<file path="config.mk">
export PLATFORM = sky130hd
export DESIGN_NAME = uart_break_rx
export DESIGN_NICKNAME = d
export VERILOG_FILES = /design/src/rtl/rx_pkg.sv /design/src/rtl/rx_line_sync.sv /design/src/rtl/rx_framer.sv /design/src/rtl/rx_holding.sv /design/src/rtl/uart_break_rx.sv
export SDC_FILE = /design/constraint.sdc
export NUM_CORES = 1
export LEC_CHECK = 0
export ABC_AREA = 1
export BUFFER_PORTS_ARGS = -buffer_cell sky130_fd_sc_hd__buf_2
export CAP_MARGIN = 20
export CORE_MARGIN = 2
export CORE_UTILIZATION = 55
export CTS_BUF_LIST = sky130_fd_sc_hd__clkbuf_8
export DETAILED_ROUTE_END_ITERATION = 7
export GPL_TIMING_DRIVEN = 0
export PLACE_DENSITY = 0.78
export REMOVE_ABC_BUFFERS = 1
export SLEW_MARGIN = 30
export SYNTH_ARGS = -nofsm -noshare
export SYNTH_HDL_FRONTEND = slang
export SYNTH_HIERARCHICAL = 1
export SYNTH_SLANG_ARGS = --single-unit
</file>
<file path="constraint.sdc">
create_clock -name clk -period 1.53 [get_ports clk]
set_input_delay 0.2295 -clock clk [delete_from_list [all_inputs] [get_ports clk]]
set_output_delay 0.2295 -clock clk [all_outputs]
set_load 0.02 [all_outputs]
</file>
<file path="src/rtl/rx_pkg.sv">
package rx_pkg;

    localparam int RX_DW = 8;

    typedef enum logic [2:0] {
        RX_IDLE,
        RX_START,
        RX_DATA,
        RX_PAR,
        RX_STOP,
        RX_WAIT
    } rx_state_e;

    typedef struct packed {
        logic [RX_DW-1:0] data;
        logic             pe;
        logic             fe;
    } rx_char_t;

    typedef struct packed {
        rx_char_t c;
        logic     ov;
        logic     ready;
    } rx_hold_t;

endpackage

</file>
<file path="src/rtl/rx_line_sync.sv">
module rx_line_sync #(
    parameter int STAGES = 2
) (
    input  logic clk,
    input  logic rst_n,
    input  logic rxd,
    output logic line_o
);

    logic [STAGES-1:0] ff_d, ff_q;

    generate
        if (STAGES == 1) begin : g_one
            always_comb ff_d = rxd;
        end else begin : g_chain
            always_comb ff_d = {ff_q[STAGES-2:0], rxd};
        end
    endgenerate

    always_ff @(posedge clk) begin
        if (!rst_n) ff_q <= '1;
        else        ff_q <= ff_d;
    end

    assign line_o = ff_q[STAGES-1];

endmodule

</file>
<file path="src/rtl/rx_framer.sv">
module rx_framer
    import rx_pkg::*;
#(
    parameter int OVS = 16
) (
    input  logic       clk,
    input  logic       rst_n,
    input  logic       tick,
    input  logic       line,
    input  logic       active,
    input  logic [1:0] char_len,
    input  logic       par_en,
    input  logic       par_odd,
    output logic       commit_o,
    output rx_char_t   char_o
);

    localparam int CW   = $clog2(OVS);
    localparam int HALF = OVS / 2;
    localparam logic [CW-1:0] FULL_END = CW'(OVS - 1);
    localparam logic [CW-1:0] HALF_END = CW'(HALF - 2);

    typedef struct packed {
        rx_state_e        st;
        logic [CW-1:0]    cnt;
        logic [2:0]       idx;
        logic [RX_DW-1:0] sh;
        logic             allz;
        logic             parbit;
        logic             prev;
    } frm_t;

    frm_t r_d, r_q;
    logic [2:0] last_idx;
    logic       par_exp;
    logic       brk;

    always_comb begin
        r_d      = r_q;
        commit_o = 1'b0;
        char_o   = '0;
        last_idx = 3'd4 + {1'b0, char_len};
        par_exp  = (^r_q.sh) ^ par_odd;
        brk      = r_q.allz & ~line;

        if (!active) begin
            r_d.st  = RX_IDLE;
            r_d.cnt = '0;
        end else if (tick) begin
            unique case (r_q.st)
                RX_IDLE: begin
                    if (r_q.prev && !line) begin
                        r_d.st  = RX_START;
                        r_d.cnt = '0;
                    end
                end
                RX_START: begin
                    if (r_q.cnt == HALF_END) begin
                        r_d.cnt = '0;
                        if (line) begin
                            r_d.st = RX_IDLE;
                        end else begin
                            r_d.st   = RX_DATA;
                            r_d.idx  = '0;
                            r_d.sh   = '0;
                            r_d.allz = 1'b1;
                        end
                    end else begin
                        r_d.cnt = r_q.cnt + 1'b1;
                    end
                end
                RX_DATA: begin
                    if (r_q.cnt == FULL_END) begin
                        r_d.cnt          = '0;
                        r_d.sh[r_q.idx]  = line;
                        r_d.allz         = r_q.allz & ~line;
                        r_d.idx          = r_q.idx + 1'b1;
                        if (r_q.idx == last_idx)
                            r_d.st = par_en ? RX_PAR : RX_STOP;
                    end else begin
                        r_d.cnt = r_q.cnt + 1'b1;
                    end
                end
                RX_PAR: begin
                    if (r_q.cnt == FULL_END) begin
                        r_d.cnt    = '0;
                        r_d.parbit = line;
                        r_d.allz   = r_q.allz & ~line;
                        r_d.st     = RX_STOP;
                    end else begin
                        r_d.cnt = r_q.cnt + 1'b1;
                    end
                end
                RX_STOP: begin
                    if (r_q.cnt == FULL_END) begin
                        r_d.cnt     = '0;
                        commit_o    = 1'b1;
                        char_o.data = brk ? '0 : r_q.sh;
                        char_o.pe   = par_en & ~brk & (r_q.parbit != par_exp);
                        char_o.fe   = ~line;
                        r_d.st      = brk ? RX_WAIT : RX_IDLE;
                    end else begin
                        r_d.cnt = r_q.cnt + 1'b1;
                    end
                end
                RX_WAIT: begin
                    r_d.cnt = '0;
                    if (line) r_d.st = RX_IDLE;
                end
                default: r_d.st = RX_IDLE;
            endcase
        end

        if (tick) r_d.prev = line;
    end

    always_ff @(posedge clk) begin
        if (!rst_n) begin
            r_q      <= '0;
            r_q.st   <= RX_IDLE;
            r_q.prev <= 1'b1;
        end else begin
            r_q <= r_d;
        end
    end

    // characters complete only on an oversampling tick
    a_r3_commit_on_tick: assert property (@(posedge clk) disable iff (!rst_n)
        commit_o |-> tick);

    // while waiting for idle after a break a low line never starts a bit
    a_r7_hold_off_low: assert property (@(posedge clk) disable iff (!rst_n)
        (r_q.st == RX_WAIT && !line) |=> r_q.st != RX_START);

    // a break yields a single character, none while waiting
    a_r7_break_single: assert property (@(posedge clk) disable iff (!rst_n)
        (r_q.st == RX_WAIT) |-> !commit_o);

endmodule

</file>
<file path="src/rtl/rx_holding.sv">
module rx_holding
    import rx_pkg::*;
(
    input  logic     clk,
    input  logic     rst_n,
    input  logic     active_i,
    input  logic     commit_i,
    input  rx_char_t char_i,
    input  logic     rd_i,
    output rx_hold_t hold_o
);

    rx_hold_t r_d, r_q;

    always_comb begin
        r_d = r_q;
        if (!active_i) begin
            r_d.ready = 1'b0;
        end else if (commit_i) begin
            r_d.c     = char_i;
            r_d.ov    = r_q.ready & ~rd_i;
            r_d.ready = 1'b1;
        end else if (rd_i) begin
            r_d.ready = 1'b0;
        end
    end

    always_ff @(posedge clk) begin
        if (!rst_n) r_q <= '0;
        else        r_q <= r_d;
    end

    assign hold_o = r_q;

    // a read with no completion empties the register next cycle
    a_r10_read_clears: assert property (@(posedge clk) disable iff (!rst_n)
        (rd_i && !commit_i) |=> !r_q.ready);

    // an inactive receiver never shows a ready character
    a_r1_inactive_clear: assert property (@(posedge clk) disable iff (!rst_n)
        !active_i |=> !r_q.ready);

    // overrun appears only over an unread character
    a_r9_ov_needs_ready: assert property (@(posedge clk) disable iff (!rst_n)
        $rose(r_q.ov) |-> $past(r_q.ready));

    // ready rises only from a completed character
    a_r8_ready_from_commit: assert property (@(posedge clk) disable iff (!rst_n)
        $rose(r_q.ready) |-> $past(commit_i));

endmodule

</file>
<file path="src/rtl/uart_break_rx.sv">
module uart_break_rx
    import rx_pkg::*;
#(
    parameter int OVS         = 16,
    parameter int SYNC_STAGES = 2
) (
    input  logic       clk,
    input  logic       rst_n,
    input  logic       tick_16x,
    input  logic       rxd,
    input  logic       rx_en,
    input  logic       dcd_n,
    input  logic [1:0] char_len,
    input  logic       par_en,
    input  logic       par_odd,
    input  logic       rd_strobe,
    output logic [7:0] rx_data,
    output logic       rx_ready,
    output logic       err_parity,
    output logic       err_frame,
    output logic       err_overrun
);

    logic     line_s;
    logic     active;
    logic     commit;
    rx_char_t chr;
    rx_hold_t hold;

    assign active = rx_en & ~dcd_n;

    rx_line_sync #(.STAGES(SYNC_STAGES)) i_sync (
        .clk    (clk),
        .rst_n  (rst_n),
        .rxd    (rxd),
        .line_o (line_s)
    );

    rx_framer #(.OVS(OVS)) i_framer (
        .clk      (clk),
        .rst_n    (rst_n),
        .tick     (tick_16x),
        .line     (line_s),
        .active   (active),
        .char_len (char_len),
        .par_en   (par_en),
        .par_odd  (par_odd),
        .commit_o (commit),
        .char_o   (chr)
    );

    rx_holding i_hold (
        .clk      (clk),
        .rst_n    (rst_n),
        .active_i (active),
        .commit_i (commit),
        .char_i   (chr),
        .rd_i     (rd_strobe),
        .hold_o   (hold)
    );

    assign rx_data     = hold.c.data;
    assign rx_ready    = hold.ready;
    assign err_parity  = hold.c.pe;
    assign err_frame   = hold.c.fe;
    assign err_overrun = hold.ov;

endmodule

</file>
After elaboration in Yosys (flattened, before gate mapping)
Cells that the tools add are included.
{ "totals": {"n_memories": 0, "input_bits": 11, "register_bits": 35, "output_inout_bits": 12, "latch_bits": 0, "ramBits": 0, "rom_bits": 0} }
{ "op_classes": {"n_shift": 0, "add_sub_neg": 3, "n_mul": 0, "n_bitwise": 10, "eq_ne": 17, "n_mux": 33, "div": 0, "reduce_logical": 17, "n_lt_le_gt_ge": 2} }
{ "op_table": {"columns": ["operator", "count"], "rows": [
  ["two-way mux 12 bit", 3],
  ["two-way mux 10 bit", 3],
  ["two-way mux 3 bit", 8],
  ["case mux 11 bit (2 select lines)", 1],
  ["case mux 3 bit (6 select lines)", 1],
  ["case mux 4 bit (4 select lines)", 1],
  ["!= test 2 x 1 -> 1 bit (second input constant)", 6],
  ["bitwise mux 8 bit", 1],
  ["two-way mux 4 bit", 2],
  ["two-way mux 8 bit", 1],
  ["AND reduction 8 bit", 1],
  ["XOR reduction 8 bit", 1],
  ["two-way mux 1 bit", 7],
  ["two-way mux 7 bit", 1],
  ["AND reduction 7 bit", 1],
  ["== test 3 x 2 -> 1 bit (second input constant)", 2],
  ["== test 3 bit (second input constant)", 2],
  ["AND reduction 6 bit", 1],
  ["AND 1 bit", 5],
  ["adder 4 x 1 -> 4 bit (second input constant)", 1],
  ["== test 4 x 3 -> 1 bit (second input constant)", 1],
  ["== test 4 bit (second input constant)", 1],
  ["< comparator 3 x 4 -> 1 bit (second input constant)", 1],
  ["two-way mux 2 bit", 2],
  ["other kinds (21)", 28]
]} }

Longest topological paths before layout
Gate-level depths: netlist of the first run.
{ "logic_depth": {"depth_word": 8, "ltp_mapped": 12, "ltp_nobuf": 11} }

Modules after synthesis
The synthesis of the first run kept the hierarchy.
{ "modules_own_cells": {"columns": ["module", "area_each_um2", "cells_each", "seq_area_each_um2", "instances"], "rows": [
  ["rx_framer", 1660.3, 286, 420.4, 1],
  ["rx_holding", 494.2, 75, 240.2, 1],
  ["rx_line_sync", 55.1, 6, 40.0, 1],
  ["uart_break_rx", 10.0, 2, 0.0, 1]
]} }

Least setup slack after synthesis of the first run
OpenSTA, ideal clock, no wires.
{ "synth_path": {"path_type": "reg-to-reg", "startpoint": "reg i_framer/r_q[15] (netlist bit)", "endpoint": "reg i_hold.r_q (netlist bit i_hold/hold_o[9])", "t_arrival_ns": 1.444, "stages_incl_launch_ff": 12, "t_required_ns": 1.417, "path_slack_ns": -0.027, "path_cell_list": "dfxtp_1 ha_1 nand2_1 nor2_2 inv_1 nor2_1 nand2_1 inv_1 nand2_2 buf_4 nor2_1 nor2_1"} }
{ "synth_between": {"elab_chain_cells": 6, "word_cells_on_any_way": 9} }
{ "synth_lines": {"columns": ["element", "line", "text"], "rows": [
  ["start: declaration", "rx_framer.sv:33", "frm_t r_d, r_q;"],
  ["start signal: assignment", "rx_framer.sv:123", "r_q <= r_d;"],
  ["== test 4 bit", "rx_framer.sv:95", "if (r_q.cnt == FULL_END) begin"],
  ["two-way mux 1 bit", "rx_framer.sv:95", null],
  ["two-way mux 1 bit", "rx_framer.sv:50", "unique case (r_q.st)"],
  ["two-way mux 1 bit", "rx_framer.sv:49", "end else if (tick) begin"],
  ["two-way mux 1 bit", "rx_framer.sv:46", "if (!active) begin"],
  ["named net commit", "uart_break_rx.sv:26", "logic commit;"],
  ["AND reduction 2 bit (no line)", null, null],
  ["end signal: assignment", "rx_holding.sv:30", "else r_q <= r_d;"],
  ["end: declaration", "rx_holding.sv:13", "rx_hold_t r_d, r_q;"]
]} }
The timed path passes the listed nets, and every way through them passes these cells.
A chain may end at the register's enable or synchronous reset.

Worst setup path after layout of the first run
{ "layout_path": {"startpoint": "reg i_framer/r_q[14] (netlist bit)", "endpoint": "reg i_framer/r_q[4] (netlist bit)"} }
{ "layout_between": {"elab_chain_cells": 3, "word_cells_on_any_way": 5} }
{ "layout_lines": {"columns": ["element", "line"], "rows": [
  ["== test 4 bit / == test 4 x 3 -> 1 bit (equally long branches)", "rx_framer.sv:73, rx_framer.sv:58"],
  ["!= test 2 x 1 -> 1 bit (no line)", null],
  ["AND reduction 6 bit (no line) (*)", null]
]} }
Mark *: on every way between the ends. The rest lies on a longest branch, timed or not.

==> results.sh, run 1 <==
export IMPL_final_area_um2=2770
export IMPL_vias_per_cell=5.12
export IMPL_grt_pass1_wl_mm=8.45
export IMPL_worstPathMaxFanout=5
export IMPL_hold_violations=0
export IMPL_routedWlPerCell_um=11.8
export IMPL_synth_seq_cells=35
export IMPL_hp_class="in2reg"
export IMPL_path_clk_slew_ns=0.07
export IMPL_synth_top_area_share=0.316
export IMPL_die_area_um2=4560
export IMPL_cp_slowest_cell="dfxtp_4"
export IMPL_clockBufferDepth=2
export IMPL_antenna_found_initial=0
export IMPL_netlist_area_um2=2220
export IMPL_synth_cells=369
export IMPL_nNetsFinal=419
export IMPL_vias=2333
export IMPL_grt_setup_unrepaired="yes"
export IMPL_p_per_area_nw_per_um2=645
export IMPL_syn_to_final_growth_pct=24.6
export IMPL_numCtsBuffers=5
export IMPL_drv_cap=0
export IMPL_final_core_util=0.702
export IMPL_clk_latency_ns=0.29
export IMPL_yosys_top_cells_area="dfxtp_1 32%, nand2_1 18%, nor2_1 12%"
export IMPL_regToRegStartpoint="i_framer/r_q[14]"
export IMPL_max_slew_worst_pin_slew_ns=0.460
export IMPL_slowest_delay_ns=0.37
export IMPL_synth_ff_type="dfxtp_1"
export IMPL_diodes=0
export IMPL_worst_endpoint_required_ns=1.73
export IMPL_port_buffers=22
export IMPL_drive_above_1_share=0.234
export IMPL_routabilityCongestion=0.904
export IMPL_grt_overflow=0
export IMPL_yosysSeqAreaShare=0.316
export IMPL_status="finished clean"
export IMPL_crit_chain="ha_4, nand2_4, nor2_4, buf_6, nor2_4, inv_2, nand2_4, nor2_4, nand3_1, nand2_1, nor2_1"
export IMPL_placed_cell_area_um2=2350
export IMPL_grt_max_degree=26
export IMPL_crit_family="simple AND/OR/NAND/NOR gates"
export IMPL_startpoint="i_framer/r_q[14]"
export IMPL_yosys_top_cells_count="109 x nand2_1, 69 x nor2_1, 59 x inv_1, 35 x dfxtp_1, 31 x nand3_1"
export IMPL_finalCriticalPeriod_ns=1.47
export IMPL_grt_pass1_vias=2026
export IMPL_crit_path_end_kind="register"
export IMPL_synth_distinct_cells=30
export IMPL_maxSlewViolCount=0
export IMPL_cp_num_buf_inv=2
export IMPL_worst_clock_skew_ns=0.00729
export IMPL_worst_ir_drop_vdd_v=0.000463
export IMPL_dieWidth_um=67.5
export IMPL_ios=23
export IMPL_core_area_um2=3940
export IMPL_leakage_nw=1.36
export IMPL_synth_edff_count=0
export IMPL_dp_hpwl_mm=3.39
export IMPL_clkSinkCount=35
export IMPL_yosys_warnings=6
export IMPL_placementRows=23
export IMPL_synth_most_common_cell="nand2_1"
export IMPL_htree_levels=2
export IMPL_arrival_ns=1.67
export IMPL_totalWireLength_mm=5.37
export IMPL_grt_use_total=0.241
export IMPL_tritoncts="built"
export IMPL_dr_pass1_iters=5
export IMPL_drc=0
export IMPL_yosys_area_top_type="dfxtp_1"
export IMPL_min_delay_start="rxd"
export IMPL_synth_async_reset_ratio=0
export IMPL_cp_start_kind="register"
export IMPL_drt_initial_drc_count=124
export IMPL_die_y_um=67.5
export IMPL_max_clock_freq_ghz=0.679
export IMPL_final_antenna_net_count=0
export IMPL_crit_top_cell="nor2_4"
export IMPL_start_util=0.563
export IMPL_clock_root_buffer="clkbuf_8"
export IMPL_timing_final_crit_share=0.962
export IMPL_relSlewSlack=0.694
export IMPL_criticalPathCategory="reg2reg"
export IMPL_postSynthAreaPerCell_um2=6.02
export IMPL_finalSetupViolCount=0
worst paths after layout:
| check | slack, ns | cells after the start | endpoint |
|---|---|---|---|
| hold / removal | 0.11 | 3 | i_sync/ff_q[0] |
| hold reg to reg | 0.42 | 2 | i_sync/ff_q[1] |
| setup reg to reg | 0.06 | 11 | i_framer/r_q[4] |
| setup / recovery | 0.06 | 11 | i_framer/r_q[4] |
worst register-to-register path, cell delays in order (launching register included):
cell and delay, ns:
dfxtp_4 0.37, ha_4 0.14, nand2_4 0.06, nor2_4 0.11, buf_6 0.11, nor2_4 0.04
inv_2 0.07, nand2_4 0.07, nor2_4 0.20, nand3_1 0.09, nand2_1 0.07, nor2_1 0.04
per-layer routing:
metal,global-route usage,vias up,wire (um)
met5,0,-,0
met4,0.0612,0,83
met2,0.425,57,2780
met1,0.299,1069,2310
li1,-,1198,-
met3,0.0450,9,194
report_power, final:
part / internal [W] / total, W / leakage (nW) / switching, W
sequential: 0.000912 / 0.000917 / 0.285 / 0.00000525
combinational: 0.0000350 / 0.000108 / 1.03 / 0.0000730
clock: 0.000410 / 0.000759 / 0.0505 / 0.000349
flip-flops by register name, summed over array words and instances, names as in the netlist:
register	flops
i_framer/r_q	21
i_hold/hold_o	12
i_sync/ff_q	2
stage by stage:
stage / TNS [ns] / setup slack (ns) / hold WS, ns / cells / total power [W]
3_3_place_gp: -3.04 / -0.307 / 0.381 / 435 / 0.00103
4_1_cts: 0 / 0.0110 / 0.106 / 450 / 0.00179
6_report: 0 / 0.0581 / 0.109 / 456 / 0.00178
3_5_place_dp: -3.68 / -0.349 / 0.405 / 435 / 0.00103
2_1_floorplan: -0.365 / -0.0585 / 0.298 / 363 / 0.000992
5_1_grt: -0.378 / -0.0536 / 0.118 / 456 / 0.00184
area by class of cell:
cell class,count,area (um^2)
Sequential cell,35,712
Timing Repair Buffer,32,205
Tap cell,50,62.6
Multi-Input combinational cell,267,1410
Fill cell,321,1180
Clock buffer,7,96.3
Inverter,64,269
Clock inverter,1,7.51
what timing repair did:
item / 4_1_cts / 5_1_grt
resized for setup: 21 / 37
cloned: 2 / 1
buffers inserted: 5 / 5
pin swaps: 5 / 17
hold buffers: 0 / 0
endpoints found under the setup margin: 21 / 27
endpoints found under the hold margin: 0 / 0
logic make-up (layout without fill, tap and decap cells):
kind of cell	after synthesis	count (layout)	synth area share
AND/OR/NAND/NOR	232	235	0.455
buffers and inverters	70	104	0.131
flip-flops	35	35	0.316
adder cells (fa/ha/maj)	3	3	0.0169
AO/OA/AOI/OAI	26	26	0.0688
XOR/XNOR	3	3	0.0118
layout by cell type, fill, tap and decap left out, types with 7 or more instances in the layout:
master | Yosys | layout
dfxtp_1 | 35 | 30
inv_1 | 59 | 55
clkbuf_8 | 0 | 7
a21oi_1 | 11 | 9
nand2_1 | 109 | 104
buf_4 | 1 | 7
buf_2 | 3 | 22
nand2_2 | 8 | 7
nor2_4 | 4 | 9
nand3_1 | 31 | 25
nor2_1 | 69 | 63
Power figures use the tool's default switching activity.
==> run 2: changes to the inputs <==
MAX_ROUTING_LAYER = met4   (was unset)
REMOVE_ABC_BUFFERS = unset   (was 1)
==> run 2 against run 1 <==
  * Die area stayed put
  * Combinational power is 9.7% lower
  * Core utilization is 4.1 points lower
  * Non-clock buffer count stayed put
  * Setup slack worse by 0.015 ns
  * Wire length is 17% lower
  * Sequential share of layout area is 1.4 points higher
  * Clock power is 12% lower
  * Critical endpoint is now i_hold/hold_o[6]
==> results.sh, run 2 (synthesized netlist as in run 1, its figures left out) <==
export IMPL_grt_setup_unrepaired="yes"
export IMPL_timing_rr_end="i_hold/hold_o[6]"
export IMPL_vias=2161
export IMPL_clock_root_buffer="clkbuf_8"
export IMPL_setup_tns_ns=0
export IMPL_finalSetupViolCount=0
export IMPL_path_clk_slew_ns=0.07
export IMPL_drt_initial_drc_count=97
export IMPL_clk_latency_ns=0.28
export IMPL_placed_cells=441
export IMPL_worst_ir_drop_vdd_v=0.000320
export IMPL_finalCriticalPeriod_ns=1.49
export IMPL_dp_hpwl_mm=3.25
export IMPL_die_y_um=67.5
export IMPL_final_core_util=0.661
export IMPL_timing_final_crit_share=0.972
export IMPL_grt_max_degree=11
export IMPL_diodes=0
export IMPL_crit_path_end_kind="register"
export IMPL_final_antenna_net_count=0
export IMPL_cts_hold_buf=0
export IMPL_totalWireLength_mm=4.48
export IMPL_ff2ff_setup_slack_ns=0.04
export IMPL_routabilityCongestion=0.842
export IMPL_crit_family="simple AND/OR/NAND/NOR gates"
export IMPL_antenna_found_initial=0
export IMPL_drive_above_1_share=0.203
export IMPL_hp_class="in2reg"
export IMPL_regToRegStartpoint="i_framer/r_q[14]"
export IMPL_die_area_um2=4560
export IMPL_port_buffers=22
export IMPL_crit_chain="ha_4, nand2_2, nor2_4, inv_2, nor2_4, nand2_2, inv_2, nand2_4, buf_4, nor2_1, nor2_1"
export IMPL_drc=0
export IMPL_hold_path_depth=3
export IMPL_path_depth=11
export IMPL_clockBufferDepth=2
export IMPL_cp_num_buf_inv=3
export IMPL_core_area_um2=3940
export IMPL_arrival_ns=1.67
export IMPL_clkSinkCount=35
export IMPL_numCtsBuffers=5
export IMPL_hold_violations=0
export IMPL_maxSlewViolCount=0
export IMPL_nNetsFinal=417
export IMPL_dr_pass1_iters=4
export IMPL_worst_endpoint_required_ns=1.71
export IMPL_status="finished clean"
export IMPL_grt_overflow=0
export IMPL_worstPathMaxFanout=5
export IMPL_p_per_area_nw_per_um2=646
export IMPL_leakage_nw=1.32
export IMPL_grt_pass1_vias=1730
export IMPL_holdPathEnd="i_sync/ff_q[0]"
export IMPL_cp_start_kind="register"
export IMPL_worst_clock_skew_ns=0.00483
export IMPL_grt_pass1_wl_mm=7.13
export IMPL_fillCellCount=365
export IMPL_dieWidth_um=67.5
export IMPL_tritoncts="built"
export IMPL_relSlewSlack=0.727
export IMPL_placementRows=23
export IMPL_total_power_w=0.00168
export IMPL_routedWlPerCell_um=9.88
export IMPL_cp_slowest_cell="dfxtp_2"
export IMPL_criticalPathCategory="reg2reg"
export IMPL_final_common_cell="nand2_1"
export IMPL_htree_levels=2
export IMPL_min_delay_start="rxd"
export IMPL_layout_common_cells="106 x nand2_1, 65 x nor2_1, 57 x inv_1, 30 x dfxtp_1, 27 x nand3_1"
export IMPL_syn_to_final_growth_pct=17.4
export IMPL_worst_slack_ns=0.0434
export IMPL_start_util=0.563
export IMPL_fin_cells=453
export IMPL_ios=23
export IMPL_slowest_delay_ns=0.36
export IMPL_top_register="i_framer/r_q"
export IMPL_grt_use_total=0.211
export IMPL_place_ws_ns=-0.173
export IMPL_max_slew_worst_pin_slew_ns=0.407
export IMPL_drv_cap=0
export IMPL_largest_register_ffs=21
export IMPL_syn_nets=383
export IMPL_reg2regPathDepth=11
export IMPL_vias_per_cell=4.77
export IMPL_max_clock_freq_ghz=0.673
run 2: cell types whose count changed in the layout (fill, tap and decap cells not counted), moves of 3 or more:
cell | before | now
buf_2 | 22 | 25
nor2_4 | 9 | 6
nand2_4 | 6 | 2
buf_4 | 7 | 3
run 2: what timing repair did:
item / CTS / global route
gates resized for setup: 6 / 18
endpoints found under the setup margin: 12 / 24
setup buffers: 3 / 0
gates cloned: 0 / 2
pin swaps: 2 / 4
hold endpoints to repair: 0 / 0
run 2: cell type report:
class | instances | area (um^2) | area share
Timing Repair Buffer | 26 | 144 | 0.0552
Multi-Input combinational cell | 265 | 1310 | 0.502
Sequential cell | 35 | 707 | 0.271
Clock inverter | 1 | 5.00 | 0.00192
Tap cell | 50 | 62.6 | 0.0240
Buffer | 6 | 41.3 | 0.0158
Inverter | 64 | 256 | 0.0984
Clock buffer | 6 | 82.6 | 0.0317
run 2: worst max-delay path by stage:
| stage | startpoint | to | slack (ns) |
|---|---|---|---|
| after floorplan | i_framer/r_q[14] | i_hold/hold_o[9] | 0.007 |
| final | i_framer/r_q[14] | i_hold/hold_o[6] | 0.04 |
| after global placement | i_framer/r_q[14] | i_hold/hold_o[10] | -0.14 |
| after global routing | i_framer/r_q[14] | i_hold/hold_o[6] | -0.07 |
| after CTS | i_framer/r_q[14] | i_hold/hold_o[2] | 0.03 |
| after detailed placement | i_framer/r_q[14] | i_hold/hold_o[2] | -0.17 |
run 2: tightest hold or removal path: cells and delay by family:
kind | cells | cell delay, ns
buffers and inverters | 2 | 0.10
AND/OR/NAND/NOR | 1 | 0.04
run 2: report_power, final:
group	total, W	switching, W	internal (W)	leakage (nW)
clock	0.000666	0.000313	0.000353	0.0470
combinational	0.0000975	0.0000657	0.0000319	0.985
sequential	0.000919	0.00000308	0.000916	0.285
total	0.00168	0.000382	0.00130	1.32
run 2: per-stage QoR:
stage,area (um^2),hold slack [ns]
3_5_place_dp,2400,0.397
2_1_floorplan,2230,0.298
5_1_grt,2610,0.118
6_report,2610,0.115
4_1_cts,2540,0.106
3_3_place_gp,2400,0.387
run 2: metal layers:
metal | GRT usage | wire length (um) | vias up
li1 | - | - | 1194
met3 | 0.0517 | 141 | 4
met2 | 0.344 | 2200 | 26
met1 | 0.253 | 2090 | 937
met5 | - | 0 | -
met4 | 0.0765 | 42 | 0
